===== src/rtl/lq_order_check.sv =====
module lq_order_check #(
  parameter int DEPTH  = 4,
  parameter int ADDR_W = 8,
  parameter int TAG_W  = 6
) (
  input  logic                      clk,
  input  logic                      rst_n,
  input  logic                      disp_valid,
  input  logic [TAG_W-1:0]          disp_tag,
  output logic [$clog2(DEPTH):0]    disp_ptr,
  output logic                      full,
  output logic                      empty,
  input  logic                      exe_valid,
  input  logic [$clog2(DEPTH)-1:0]  exe_slot,
  input  logic [ADDR_W-1:0]         exe_addr,
  input  logic                      st_valid,
  input  logic [ADDR_W-1:0]         st_addr,
  input  logic [$clog2(DEPTH):0]    st_pos,
  input  logic                      ret_valid,
  input  logic                      flush,
  output logic                      viol_valid,
  output logic [TAG_W-1:0]          viol_tag
);
  localparam int IDX_W = $clog2(DEPTH);
  localparam int PTR_W = IDX_W + 1;

  logic [PTR_W-1:0]  head_q, tail_q, cnt, sdist;
  logic [DEPTH-1:0]  av_q, cand;
  logic [ADDR_W-1:0] addr_q [DEPTH];
  logic [TAG_W-1:0]  tag_q  [DEPTH];
  logic              hit;
  logic [TAG_W-1:0]  hit_tag;

  assign cnt      = tail_q - head_q;
  assign sdist    = st_pos - head_q;
  assign full     = cnt == PTR_W'(DEPTH);
  assign empty    = cnt == '0;
  assign disp_ptr = tail_q;

  wire do_disp = disp_valid && !full;
  wire do_ret  = ret_valid && !empty;

  for (genvar g = 0; g < DEPTH; g++) begin : g_slot
    wire [IDX_W-1:0]  off  = IDX_W'(g) - head_q[IDX_W-1:0];
    wire              byp  = exe_valid && exe_slot == IDX_W'(g);
    wire [ADDR_W-1:0] eadr = byp ? exe_addr : addr_q[g];
    wire              evld = byp || av_q[g];
    assign cand[g] = ({1'b0, off} < cnt) && ({1'b0, off} >= sdist)
                     && evld && eadr == st_addr;
  end

  always_comb begin
    hit     = 1'b0;
    hit_tag = '0;
    for (int k = 0; k < DEPTH; k++) begin
      if (!hit && cand[IDX_W'(head_q[IDX_W-1:0] + IDX_W'(k))]) begin
        hit     = 1'b1;
        hit_tag = tag_q[IDX_W'(head_q[IDX_W-1:0] + IDX_W'(k))];
      end
    end
  end

  always_ff @(posedge clk) begin
    if (!rst_n || flush) begin
      head_q     <= '0;
      tail_q     <= '0;
      av_q       <= '0;
      viol_valid <= 1'b0;
    end else begin
      if (exe_valid) begin
        addr_q[exe_slot] <= exe_addr;
        av_q[exe_slot]   <= 1'b1;
      end
      if (do_ret) begin
        av_q[head_q[IDX_W-1:0]] <= 1'b0;
        head_q <= head_q + 1'b1;
      end
      if (do_disp) begin
        tag_q[tail_q[IDX_W-1:0]] <= disp_tag;
        av_q[tail_q[IDX_W-1:0]]  <= 1'b0;
        tail_q <= tail_q + 1'b1;
      end
      viol_valid <= st_valid && hit;
      if (st_valid && hit) viol_tag <= hit_tag;
    end
  end

  a_r2_no_overflow: assert property (@(posedge clk) disable iff (!rst_n)
    (disp_valid && full && !flush) |=> $stable(disp_ptr));

  a_r2_ptr_step: assert property (@(posedge clk) disable iff (!rst_n)
    (disp_valid && !full && !flush) |=> disp_ptr == PTR_W'($past(disp_ptr) + 1'b1));

  a_r3_retire_empty: assert property (@(posedge clk) disable iff (!rst_n)
    (ret_valid && empty && !disp_valid && !flush) |=> empty);

  a_r9_flush_clears: assert property (@(posedge clk) disable iff (!rst_n)
    flush |=> (empty && !viol_valid));

  a_r11_viol_needs_store: assert property (@(posedge clk) disable iff (!rst_n)
    viol_valid |-> $past(st_valid));
endmodule


===== config.mk =====
export PLATFORM = sky130hd
export DESIGN_NAME = lq_order_check
export DESIGN_NICKNAME = d
export VERILOG_FILES = /design/src/rtl/lq_order_check.sv
export SDC_FILE = /design/constraint.sdc
export NUM_CORES = 1
export LEC_CHECK = 0
export BUFFER_PORTS_ARGS = -buffer_cell sky130_fd_sc_hd__buf_2
export CORE_ASPECT_RATIO = 0.6
export CORE_MARGIN = 2
export CORE_UTILIZATION = 60
export DETAILED_ROUTE_END_ITERATION = 16
export GPL_ROUTABILITY_DRIVEN = 0
export PLACE_DENSITY_LB_ADDON = 0.25
export SLEW_MARGIN = 5
export SYNTH_ARGS = -nofsm -noshare
export SYNTH_HDL_FRONTEND = slang
export SYNTH_SLANG_ARGS = --single-unit
export TNS_END_PERCENT = 20

===== constraint.sdc =====
create_clock -name clk -period 11.8 [get_ports clk]
set_input_delay 0.59 -clock clk [delete_from_list [all_inputs] [get_ports clk]]
set_output_delay 0.59 -clock clk [all_outputs]
set_load 0.005 [all_outputs]

==> results by stage, run 1 <==
Status:
- The flow ran to the end, and the final reports show no timing, DRC or antenna violations.

Worst setup path:
- The delay of the slowest critical-path stage is 1.07 ns.
- The startpoint of the worst register-to-register path is head_q[1].
- The critical path in this run is classified as reg -> reg.
- The endpoint arrival time on the critical path is 5.42 ns.
- The type of destination of the critical path is a flop.
- STA classifies the critical path startpoint as a flop.
- Setup slack on the worst reg-to-reg path comes out at 6.44 ns.
- The launch point of the worst path is head_q[1].
- On the critical path, the stage with the largest delay is an instance of sky130_fd_sc_hd__ha_1.
- In this run the worst path has a maximum fanout of 25.
- The required arrival time at the worst endpoint is 11.85 ns.
- The signal on the critical path passes through inv_1 > ha_1 > clkinv_1 > ha_1 > a21oi_1 > o221ai_1 > or4b_1 > mux2i_1 > nor2_1 > o21ai_2 > o221ai_1.

Floorplanning:
- The floorplan die height is 73.13 um.
- The floorplan step defined a core boundary enclosing 7789 um2.
- The area enclosed by the die boundary is 8717 um2.
- The initialized floorplan defines 25 standard-cell rows.
- The die extent in x is 119.2 um.
- For this configuration, the core starts out at a cell density of 0.6135.
- 46 I/O pins were placed.

Power and ir drop:
- Of the total power, combinational logic draws 0.117.
- The worst supply voltage drop on vdd is 0.00008871 V.
- Of the total power, registers draw 0.461.
- The internal cell power is 0.0004843 W.
- The part of the power in the clock network is 0.423.
- The total power divided by cell area is 119.6 nW/um2.
- In this run the static leakage power is 1.968 nW.
- The switching component of the power is 0.0001536 W.
- Of the total power, the share spent switching nets is 0.2408.

Logic synthesis:
- The commonest cells after synthesis are 62 x sky130_fd_sc_hd__edfxtp_1, 32 x sky130_fd_sc_hd__nor2_1, 31 x sky130_fd_sc_hd__mux2i_1.
- Counting flops with a built-in enable in the synthesized netlist gives 62.
- The most used flip-flop cell after synthesis is sky130_fd_sc_hd__edfxtp_1.
- The number of warnings reported in the yosys synthesis log is 0.
- By area the synthesized netlist is led by sky130_fd_sc_hd__edfxtp_1 39%, sky130_fd_sc_hd__mux2i_1 6.5%, sky130_fd_sc_hd__ha_1 5.8%, sky130_fd_sc_hd__mux4_2 5.7%, sky130_fd_sc_hd__dfxtp_1 5.4%.
- The share of synthesized area in the top cell type comes to 0.3896.
- Among all cell types in the netlist, the one instantiated most often is sky130_fd_sc_hd__edfxtp_1.
- The mean area per synthesized cell is 11.71 um2.
- The post-synthesis instance total is 408.
- The post-synthesis cell area is 4778 um2.
- The share of the Yosys chip area taken by registers is 0.4441.
- The register bit total from synthesis is 75.
- Summed over all instances, the cell type with the most area after synthesis is sky130_fd_sc_hd__edfxtp_1.
- In the synthesized netlist the async set-or-reset flop fraction comes to 0.
- Counting every net in the synthesized netlist gives 466.
- The number of distinct library cells after synthesis is 64.

Worst hold path:
- The launch instance of the worst min-delay path is disp_tag[4].
- The path type of the worst min-delay path is in -> reg.

Timing:
- The transition time at the pin with the least slew margin is 1.010 ns.
- Adding up every negative setup slack in the final design gives 0 ns.
- The number of pins with negative max-slew slack in the final report came to 0.
- For the finished layout, the period the worst path requires is 5.362 ns.
- The count of final hold-check violations is 0.
- On the final layout, the worst clock skew is 0.007985 ns.
- The maximum operating frequency is 186.5 MHz.
- Setup slack on the critical path of the routed design comes to 6.438 ns.
- The final-report setup violation count is 0.
- The worst pin sits at a relative slew slack of 0.3265.
- Setup repair after global routing left no endpoint under its margin.
- The post-route clock period utilization is 0.4544.

Clocking:
- The clock-pin transition on the worst setup and hold timing paths is 0.06 ns.
- The number of hold-repair buffers added at the cts stage is 0.
- The number of gates resized after cts is 0.
- TritonCTS built the clock tree.
- Buffers inserted during clock tree synthesis total 9.
- The CTS sink count is 75.
- The later-pin clock latency in the skew report is 0.34 ns.
- The clock tree synthesis step divided the H-tree into 3 levels.
- Clock tree synthesis selected as its root buffer the cell sky130_fd_sc_hd__clkbuf_16.
- The number of buffers added for setup after CTS is 0.
- The clock tree buffer depth is 2.

Route:
- After detailed routing, the number of vias per cell comes to 6.461.
- The routed via count is 3586.
- The post-route antenna net violation count is 0.
- For this run, design rule violations remaining after detail routing come to 0.
- In the final routed layout, each cell accounts on average for 21.54 um.
- In this run, the number of DRC markers left after iteration 0 of detailed routing was 457.
- The number of iterations in the first detailed-routing pass is 7.
- The aggregate routed wire length is 11960 um.

Place:
- The number of buffer cells added on primary ports is 45.
- The worst setup slack before clock tree synthesis is 6.540 ns.
- The placed instance area is 5040 um2.
- The number of instances in the placed design is 539.
- Detailed placement finished with a half-perimeter wire length of 9037 um.

Layout:
- The number of non-filler instances in the completed layout is 555.
- The post-route core utilization is 0.6850.
- In the final layout, the multi-input gates occupy 2430 um2.
- The synthesis-to-finish area growth is 11.65%.
- Across the whole layout, storage elements account for 2122 um2.
- The number of inserted filler cells in the final layout is 569.
- Once layout is done, the placed cells without fillers occupy 5335 um2.
- The repair_antennas step left the layout with diodes totalling 0.
- In the final layout, the share of cells above drive strength 1 is 0.2103.
- In the final design database the tool counted 500 nets.

Global route:
- The first global-routing pass estimated 18200 um of wire.
- The number of global-route vias before repair is 3280.
- The number of antenna violations at the first check in global routing was 0.
- Entering global routing, the biggest net connects 34 pins.
- The overall overflow remaining after global route is 0.
- The total global-route track usage is 0.2886.

Flow run:
- The number of max-capacitance violations reported is 0.
-- cell type report --
cell class	instances	area share
Tap cell	108	0.02533
Clock buffer	11	0.04362
Multi-Input combinational cell	278	0.4554
Sequential cell	75	0.3977
Timing Repair Buffer	46	0.04362
Inverter	32	0.02251
Clock inverter	5	0.01173
-- through the flow --
stage / total power (W) / hold slack [ns]
finish: 0.0006379 / 0.4661
CTS: 0.0006385 / 0.4622
global placement: 0.0003690 / 0.4592
global route: 0.0006575 / 0.4631
detailed placement: 0.0003707 / 0.4742
floorplan: 0.0003468 / 0.4355
-- power by group through the flow --
| stage | sequential (W) | clock [W] | combinational (W) |
|---|---|---|---|
| floorplan | 0.000298 | 0 | 0.0000488 |
| global placement | 0.000299 | 0 | 0.0000699 |
| detailed placement | 0.000299 | 0 | 0.0000714 |
| CTS | 0.000294 | 0.000273 | 0.0000721 |
| global route | 0.000294 | 0.000284 | 0.0000799 |
| finish | 0.000294 | 0.000270 | 0.0000744 |
-- kinds of logic (layout without fill, tap and decap cells) --
group / Yosys count / after routing / share of synthesized area
AND/OR/NAND/NOR: 92 / 92 / 0.1042
flip-flops: 75 / 75 / 0.4441
adder cells (fa/ha/maj): 24 / 24 / 0.06599
XOR/XNOR: 32 / 32 / 0.06023
multiplexers: 52 / 52 / 0.1438
AO/OA/AOI/OAI: 78 / 78 / 0.1343
buffers and inverters: 55 / 94 / 0.04740
-- worst paths after layout --
check,endpoint,cells after the start
worst max register to register,viol_tag[4],11
worst min register to register,av_q[1],2
worst max-delay path,viol_tag[4],11
worst min-delay path,tag_q[0][4],1
-- flip-flops by register name, summed over array words and instances (netlist names), named ones only --
name        flops
av_q            4
viol_valid      1
disp_ptr        3
viol_tag        6
addr_q         32
tag_q          24
head_q          3
-- worst max-delay path: cells and delay by family (launching register included) --
family,cells,cell delay (ns)
multiplexers,1,0.48
adder cells (fa/ha/maj),2,1.48
buffers and inverters,2,0.90
AND/OR/NAND/NOR,2,0.74
flip-flops,1,0.78
AO/OA/AOI/OAI,4,0.68
-- routing by layer --
metal	vias up	wire [um]	GRT usage
li1	1620	-	-
met1	1715	5655	0.4649
met2	238	4324	0.3474
met3	13	1825	0.1172
met4	0	150	0.06878
met5	-	0	0
-- cells in the final DEF, fill, tap and decap left out, types with 4 or more instances in the layout --
cell type                   count
sky130_fd_sc_hd__ha_1          22
sky130_fd_sc_hd__xnor2_1       21
sky130_fd_sc_hd__edfxtp_1      62
sky130_fd_sc_hd__nor2b_1        7
sky130_fd_sc_hd__buf_2         45
sky130_fd_sc_hd__dfxtp_1       13
sky130_fd_sc_hd__nor3_1        10
sky130_fd_sc_hd__nand2_1       11
sky130_fd_sc_hd__o21ai_0        6
sky130_fd_sc_hd__mux2_2         7
sky130_fd_sc_hd__xor2_1        10
sky130_fd_sc_hd__and3_1         6
sky130_fd_sc_hd__mux4_2        12
sky130_fd_sc_hd__o22ai_1        5
sky130_fd_sc_hd__inv_1         30
sky130_fd_sc_hd__a222oi_1       6
sky130_fd_sc_hd__a21oi_1       17
sky130_fd_sc_hd__mux2i_1       31
sky130_fd_sc_hd__nor2_1        32
sky130_fd_sc_hd__a32o_1         6
sky130_fd_sc_hd__o221ai_1       9
sky130_fd_sc_hd__clkbuf_16      9
sky130_fd_sc_hd__a221oi_1       4
Note: power is estimated with default switching activity, not from simulation.
==> run 2: changes to the inputs <==
clock period = 5.44 ns   (was 11.8 ns; I/O delays follow)
==> run 2 against run 1 <==
Net effect: core utilization rose by 0.11 points; via count is 1.9% higher; worst setup slack worse by 5.5 ns; sequential cell count is the same; count of clock-buffer cells in the layout did not move; clock skew increased by 0.0018 ns; combinational power increased by 120%; critical path type unchanged; critical endpoint unchanged; largest power group unchanged.
==> results by stage, run 2 (synthesis gave the netlist of run 1 again) <==
Floorplanning:
- The area of the placeable core is 7789 um2 (unchanged).
- The area enclosed by the die boundary was 8717 um2 (unchanged).
- The floorplan die height is 73.13 um (unchanged).
- The number of primary I/O pins was 46 (unchanged).
- The die extent in x is 119.2 um (unchanged).
- The initial standard-cell utilization of the core came to 0.6135 (unchanged).
- The row count is 25 (unchanged).

Route:
- The post-detailed-route DRC marker count is 0 (unchanged).
- The post-route antenna net violation count is 0 (unchanged).
- The DRC marker count from the first detailed-route iteration is 496 (+8.5%).
- The aggregate routed wire length is 12360 um (+3.3%).
- The routed wirelength normalized by instance count is 22.22 um (+3.1%).
- The number of iterations in the first detailed-routing pass was 6 (-1).
- The via-per-instance ratio is 6.572 (+1.7%).
- The routed via count was 3654 (+1.9%).

Worst setup path:
- The required arrival time at the worst endpoint is 5.50 ns (-6.35 ns).
- STA classifies the critical path endpoint as a flop.
- The endpoint arrival time on the critical path came to 4.57 ns (-0.85 ns).
- The peak fanout along the critical path is 15 (-40%).
- The worst setup path is launched from a flop.
- The critical path is of the reg -> reg type.

Clocking:
- TritonCTS built the clock tree.
- The clock-pin transition on the worst setup and hold timing paths is 0.06 ns (about the same).
- CTS placed an instance of sky130_fd_sc_hd__clkbuf_16 at the clock tree root.
- The number of H-tree levels was 3 (unchanged).
- The number of hold-repair buffers added at the cts stage is 0 (unchanged).
- The CTS sink count is 75 (unchanged).
- The clock tree buffer depth is 2 (unchanged).
- The clock buffer count from CTS is 9 (unchanged).
- The number of buffers added for setup after CTS came to 0 (unchanged).
- The later-pin clock latency in the skew report is 0.35 ns (about the same).
- The number of gates resized after cts came to 0 (unchanged).

Layout:
- The area of the multi-input gates is 2430 um2 (unchanged).
- In the layout the commonest cells are 62 x sky130_fd_sc_hd__edfxtp_1, 45 x sky130_fd_sc_hd__buf_2, 32 x sky130_fd_sc_hd__nor2_1.
- The total area of sequential cells was 2122 um2 (unchanged).
- The number of inserted filler cells in the final layout is 568 (-0.18%).
- The area growth from synthesis to layout is 11.84%.
- The number of non-filler instances in the completed layout is 556 (+0.18%).
- The flip-flop count of the largest register, all copies and words added is 32 (unchanged).
- The number of diodes was 0 (unchanged).
- The fraction of final layout cells with drive strength greater than 1 is 0.2121 (+0.001763).
- The most common cell after layout, fill and taps aside is sky130_fd_sc_hd__edfxtp_1.
- More flip-flops sit in one register than any other, and that register is addr_q.
- The number of nets at the end of the flow is 501 (+0.20%).

Global route:
- The pin count of the biggest net entering global routing came to 34 (unchanged).
- The number of global-route vias before repair is 3431 (+4.6%).
- The total global-route track usage is 0.2998 (+0.01115).
- The number of antenna violations at the first check in global routing is 0 (unchanged).
- The met2 global-route usage was 0.3914 (+0.04406).
- The overall overflow remaining after global route came to 0 (unchanged).
- The met1 demand-to-capacity share in global routing is 0.4646 (about the same).
- The first-pass GRT wire length is 19020 um (+4.5%).
- The layer flagged by global routing as most heavily used is met1.
- The met3 demand-to-capacity share in global routing is 0.1070 (-0.01016).

Power and ir drop:
- The worst supply voltage drop on vdd is 0.0002626 V (+200%).
- The total power divided by cell area is 261.8 nW/um2 (+120%).
- The net switching share of the total power is 0.2485 (+0.007750).
- The combinational power share is 0.116 (about the same).
- The sequential share of power was 0.456 (-0.005).
- The switching component of the power came to 0.0003477 W (+130%).
- The internal cell power was 0.001051 W (+120%).
- The part of the power in the clock network was 0.428 (+0.005).
- The leakage power is 1.978 nW (+0.48%).

Timing:
- The final-report setup violation count is 0 (unchanged).
- The normalized max-slew margin came to 0.4431 (+0.1166).
- The worst-case clock skew is 0.009778 ns (+0.001793 ns).
- The sum of negative setup slack is 0 ns (unchanged).
- The maximum operating frequency is 221.6 MHz (+19%).
- The number of pins with negative max-slew slack in the final report came to 0 (unchanged).
- The transition time at the pin with the least slew margin is 0.8336 ns (-0.1766 ns).
- Setup repair after global routing left no endpoint under its margin.
- The count of final hold-check violations was 0 (unchanged).
- The post-route clock period utilization is 0.8297 (+0.3752).
- The minimum clock period after layout is 4.513 ns (-0.8490 ns).

Place:
- The number of buffer cells added on primary ports is 45 (unchanged).
- The estimated wirelength of the detail-placed design is 9232 um (+2.2%).
- The number of instances in the placed design is 540 (+0.19%).

Flow run:
- The number of max-capacitance violations reported came to 0 (unchanged).

Worst hold path:
- The path type of the worst min-delay path is in -> reg.

Status:
- The flow ran to the end, and the final reports show no timing, DRC or antenna violations.
## run 2: worst paths after layout
| kind | startpoint | to | slack, ns | cells past startpoint |
|---|---|---|---|---|
| worst max-delay path | head_q[1] | viol_tag[4] | 0.93 | 11 |
| worst min-delay path | disp_tag[3] | tag_q[2][3] | 0.14 | 1 |
| worst max register to register | head_q[1] | viol_tag[4] | 0.93 | 11 |
| worst min register to register | av_q[1] | av_q[1] | 0.48 | 2 |
## run 2: power groups by stage
stage	registers, W	logic [W]	clock network [W]
after global placement	0.000649	0.000151	0
after CTS	0.000638	0.000158	0.000603
after floorplan	0.000646	0.000106	0
final	0.000638	0.000162	0.000599
after global routing	0.000638	0.000174	0.000623
after detailed placement	0.000650	0.000156	0
## run 2: cell type report
cell class,instances,area share
Clock buffer,11,0.04355
Multi-Input combinational cell,278,0.4547
Sequential cell,75,0.3971
Timing Repair Buffer,47,0.04495
Inverter,32,0.02248
Clock inverter,5,0.01194
Tap cell,108,0.02529
## run 2: per-layer routing
layer / vias up / part of all wire
li1: 1620 / -
met1: 1749 / 0.44
met2: 266 / 0.38
met3: 19 / 0.16
met4: 0 / 0.014
met5: - / 0
## run 2: critical path, stage by stage, from the launching register on
cell and delay [ns]:
sky130_fd_sc_hd__dfxtp_1 0.76, sky130_fd_sc_hd__inv_1 0.40, sky130_fd_sc_hd__fa_1 0.62, sky130_fd_sc_hd__inv_1 0.13
sky130_fd_sc_hd__ha_1 0.31, sky130_fd_sc_hd__a21oi_1 0.16, sky130_fd_sc_hd__o221ai_1 0.14, sky130_fd_sc_hd__or4b_1 0.64
sky130_fd_sc_hd__mux2i_1 0.51, sky130_fd_sc_hd__nor2_1 0.10, sky130_fd_sc_hd__o21ai_2 0.27, sky130_fd_sc_hd__o221ai_1 0.18
## run 2: per-stage QoR
stage          total power, W  worst slack (ns)  hold slack (ns)  area, um2    util
3_3_place_gp        0.0008003             1.227           0.4542       5047  0.6480
3_5_place_dp        0.0008058             1.061           0.4611       5047  0.6480
6_report             0.001399            0.9267           0.1434       5344  0.6861
5_1_grt              0.001435            0.6581           0.1541       5344  0.6861
4_1_cts              0.001398             1.018           0.1328       5344  0.6861
2_1_floorplan       0.0007522             1.645           0.3709       4778       -
==> run 3: changes to the inputs <==
clock period = 4.6 ns   (was 5.44 ns; I/O delays follow)
==> run 3 against run 2 <==
Net effect: sequential cell count is the same; combinational power up 18%; cell count rose by 0.72%; register-to-register slack lost 0.34 ns; non-clock buffer count is 4 higher; core utilization is 0.67 points higher; first-iteration DRC count is 12% higher; die area did not move; routed wire length up 0.15%.
==> results by stage, run 3 (synthesis gave the netlist of run 1 again) <==
Layout:
- Compared with the post-synthesis result, the final layout area differs by 12.94%.
- The top cell types in the final layout, fill and taps aside, are 62 x sky130_fd_sc_hd__edfxtp_1, 45 x sky130_fd_sc_hd__buf_2, 32 x sky130_fd_sc_hd__nor2_1.
- More flip-flops sit in one register than any other, and that register is addr_q.
- The fraction of final layout cells with drive strength greater than 1 is 0.2190 (+0.006973).
- The most common cell after layout, fill and taps aside is sky130_fd_sc_hd__edfxtp_1.
- The number of non-filler instances in the completed layout came to 560 (+0.72%).
- The number of diodes is 0 (unchanged).
- The flip-flop count of the largest register, all copies and words added is 32 (unchanged).
- The total area of sequential cells is 2122 um2 (unchanged).
- The number of inserted filler cells in the final layout is 573 (+0.88%).
- The number of nets at the end of the flow is 505 (+0.80%).
- The area of the multi-input gates is 2430 um2 (unchanged).

Global route:
- The first-pass GRT wire length was 19170 um (+0.80%).
- The met3 demand-to-capacity share in global routing was 0.09297 (-0.01406).
- The overall overflow remaining after global route is 0 (unchanged).
- The number of antenna violations at the first check in global routing is 0 (unchanged).
- The met2 global-route usage is 0.3787 (-0.01277).
- The met1 demand-to-capacity share in global routing is 0.4819 (+0.01724).
- The number of global-route vias before repair was 3337 (-2.7%).
- The most congested layer reported by global routing is met1.
- The pin count of the biggest net entering global routing is 26 (-24%).
- The total global-route track usage is 0.2976 (-0.002110).

Worst setup path:
- The critical path goes through inv_1 > ha_1 > inv_1 > fa_1 > inv_1 > ha_1 > a21oi_1 > o221ai_1 > or4b_1 > nor3b_1 > o2111a_1 > a211oi_4 > o221ai_1.
- The length in cells of the worst reg-to-reg path is 13 (+2).
- The endpoint arrival time on the critical path is 4.06 ns (-0.51 ns).
- The most common cell type on the critical path is sky130_fd_sc_hd__inv_1.
- The delay of the slowest critical-path stage is 0.60 ns (-0.16 ns).
- The peak fanout along the critical path is 6 (-9).
- STA classifies the critical path endpoint as a flop.
- The critical path is of the reg -> reg type.
- The reg-to-reg endpoint is viol_tag[3].
- The required arrival time at the worst endpoint is 4.65 ns (-0.85 ns).
- The slack of the worst reg-to-reg path is 0.59 ns (-0.34 ns).
- The slowest cell on the critical path is sky130_fd_sc_hd__or4b_1.
- The startpoint identified for the worst register-to-register timing path is disp_ptr[0].
- The launching element type of the critical path is a flop.

Power and ir drop:
- The worst supply voltage drop on vdd is 0.0004512 V (+72%).
- The total power divided by cell area came to 315.3 nW/um2 (+20%).
- The leakage power is 2.011 nW (+1.7%).

Timing:
- The final hold slack is 0.1095 ns (-0.03388 ns).
- The sum of negative setup slack is 0 ns (unchanged).
- The worst-case clock skew is 0.01043 ns (+0.0006481 ns).
- The number of pins with negative max-slew slack in the final report is 0 (unchanged).
- The post-route clock period utilization is 0.8725 (+0.04286).
- The transition time at the pin with the least slew margin is 0.8127 ns (-0.02094 ns).
- The final-report setup violation count is 0 (unchanged).
- Setup repair after global routing left no endpoint under its margin.
- The minimum clock period after layout is 4.014 ns (-0.4998 ns).
- The final setup slack of the worst path is 0.5864 ns (-0.3402 ns).
- The normalized max-slew margin was 0.4562 (+0.01310).
- The count of final hold-check violations is 0 (unchanged).
- The maximum operating frequency is 249.2 MHz (+12%).

Route:
- The post-detailed-route DRC marker count is 0 (unchanged).
- The post-route antenna net violation count is 0 (unchanged).
- The routed via count is 3662 (+0.22%).
- The via-per-instance ratio is 6.539 (-0.50%).
- The number of iterations in the first detailed-routing pass was 6 (unchanged).
- The DRC marker count from the first detailed-route iteration came to 556 (+12%).
- The aggregate routed wire length is 12370 um (+0.15%).
- The routed wirelength normalized by instance count was 22.09 um (-0.57%).

Place:
- The worst setup slack before clock tree synthesis is 0.6409 ns (-0.4200 ns).
- The estimated wirelength of the detail-placed design is 9306 um (+0.80%).
- The number of buffer cells added on primary ports is 45 (unchanged).
- The number of instances in the placed design is 544 (+0.74%).

Worst hold path:
- The worst hold endpoint is tag_q[1][5].
- The launch instance of the worst min-delay path is disp_tag[5].
- The number of instances on the worst hold path is 1 (unchanged).
- The path class of the tightest hold or removal check is in -> reg.

Clocking:
- The clock-pin transition on the worst setup and hold timing paths is 0.06 ns (about the same).
- The later-pin clock latency in the skew report was 0.34 ns (about the same).
- The clock tree buffer depth came to 2 (unchanged).
- The number of H-tree levels is 3 (unchanged).
- The root buffer cell is sky130_fd_sc_hd__clkbuf_16.
- The clock buffer count from CTS is 9 (unchanged).
- The number of gates resized after cts is 0 (unchanged).
- TritonCTS built the clock tree.
- The number of hold-repair buffers added at the cts stage is 0 (unchanged).
- The CTS sink count came to 75 (unchanged).
- The number of buffers added for setup after CTS is 0 (unchanged).

Floorplanning:
- The initial standard-cell utilization of the core is 0.6135 (unchanged).
- The row count is 25 (unchanged).
- The floorplan die height is 73.13 um (unchanged).
- The number of primary I/O pins is 46 (unchanged).
- The area enclosed by the die boundary is 8717 um2 (unchanged).
- The die extent in x is 119.2 um (unchanged).
- The area of the placeable core was 7789 um2 (unchanged).

Flow run:
- The number of max-capacitance violations reported is 0 (unchanged).

Status:
- The run finished with clean final reports.
[run 3: worst max path at each step]
stage | endpoint | from | cells after the start | slack, ns
after floorplan | viol_tag[4] | head_q[0] | 13 | 0.80
after global placement | viol_tag[4] | head_q[0] | 11 | 0.80
after detailed placement | viol_tag[5] | disp_ptr[0] | 13 | 0.64
after CTS | viol_tag[5] | disp_ptr[0] | 13 | 0.63
after global routing | viol_tag[3] | disp_ptr[0] | 13 | 0.33
final | viol_tag[3] | disp_ptr[0] | 13 | 0.59
[run 3: final cells by class]
class / count / area share
clock buffer: 11 / 0.04313
sequential: 75 / 0.3932
timing repair buffer: 51 / 0.05008
multi-input combinational: 278 / 0.4503
tap: 108 / 0.02504
clock inverter: 5 / 0.01600
inverter: 32 / 0.02226
[run 3: metrics by stage]
step / utilization / power (W) / area [um2]
global route: 0.6929 / 0.001743 / 5396
CTS: 0.6929 / 0.001704 / 5396
floorplan: - / 0.0008895 / 4778
global placement: 0.6519 / 0.0009473 / 5077
finish: 0.6929 / 0.001701 / 5396
detailed placement: 0.6519 / 0.0009540 / 5077
[run 3: layer usage]
metal / vias to the layer above / part of all wire
met5: - / 0
met4: 0 / 0.012
met3: 18 / 0.14
met2: 245 / 0.38
met1: 1771 / 0.47
li1: 1628 / -
[run 3: where the power goes]
group / total, W / switching (W) / internal [W]
sequential: 0.000755 / 0.00000966 / 0.000745
clock: 0.000755 / 0.000276 / 0.000479
combinational: 0.000191 / 0.000116 / 0.0000755
total: 0.00170 / 0.000402 / 0.00130
[run 3: critical path: cells and delay by family, from the launching register on]
kind	cells	cell delay [ns]
AO/OA/AOI/OAI	5	1.16
adder cells (fa/ha/maj)	3	0.91
AND/OR/NAND/NOR	2	0.79
flip-flops	1	0.47
buffers and inverters	3	0.40
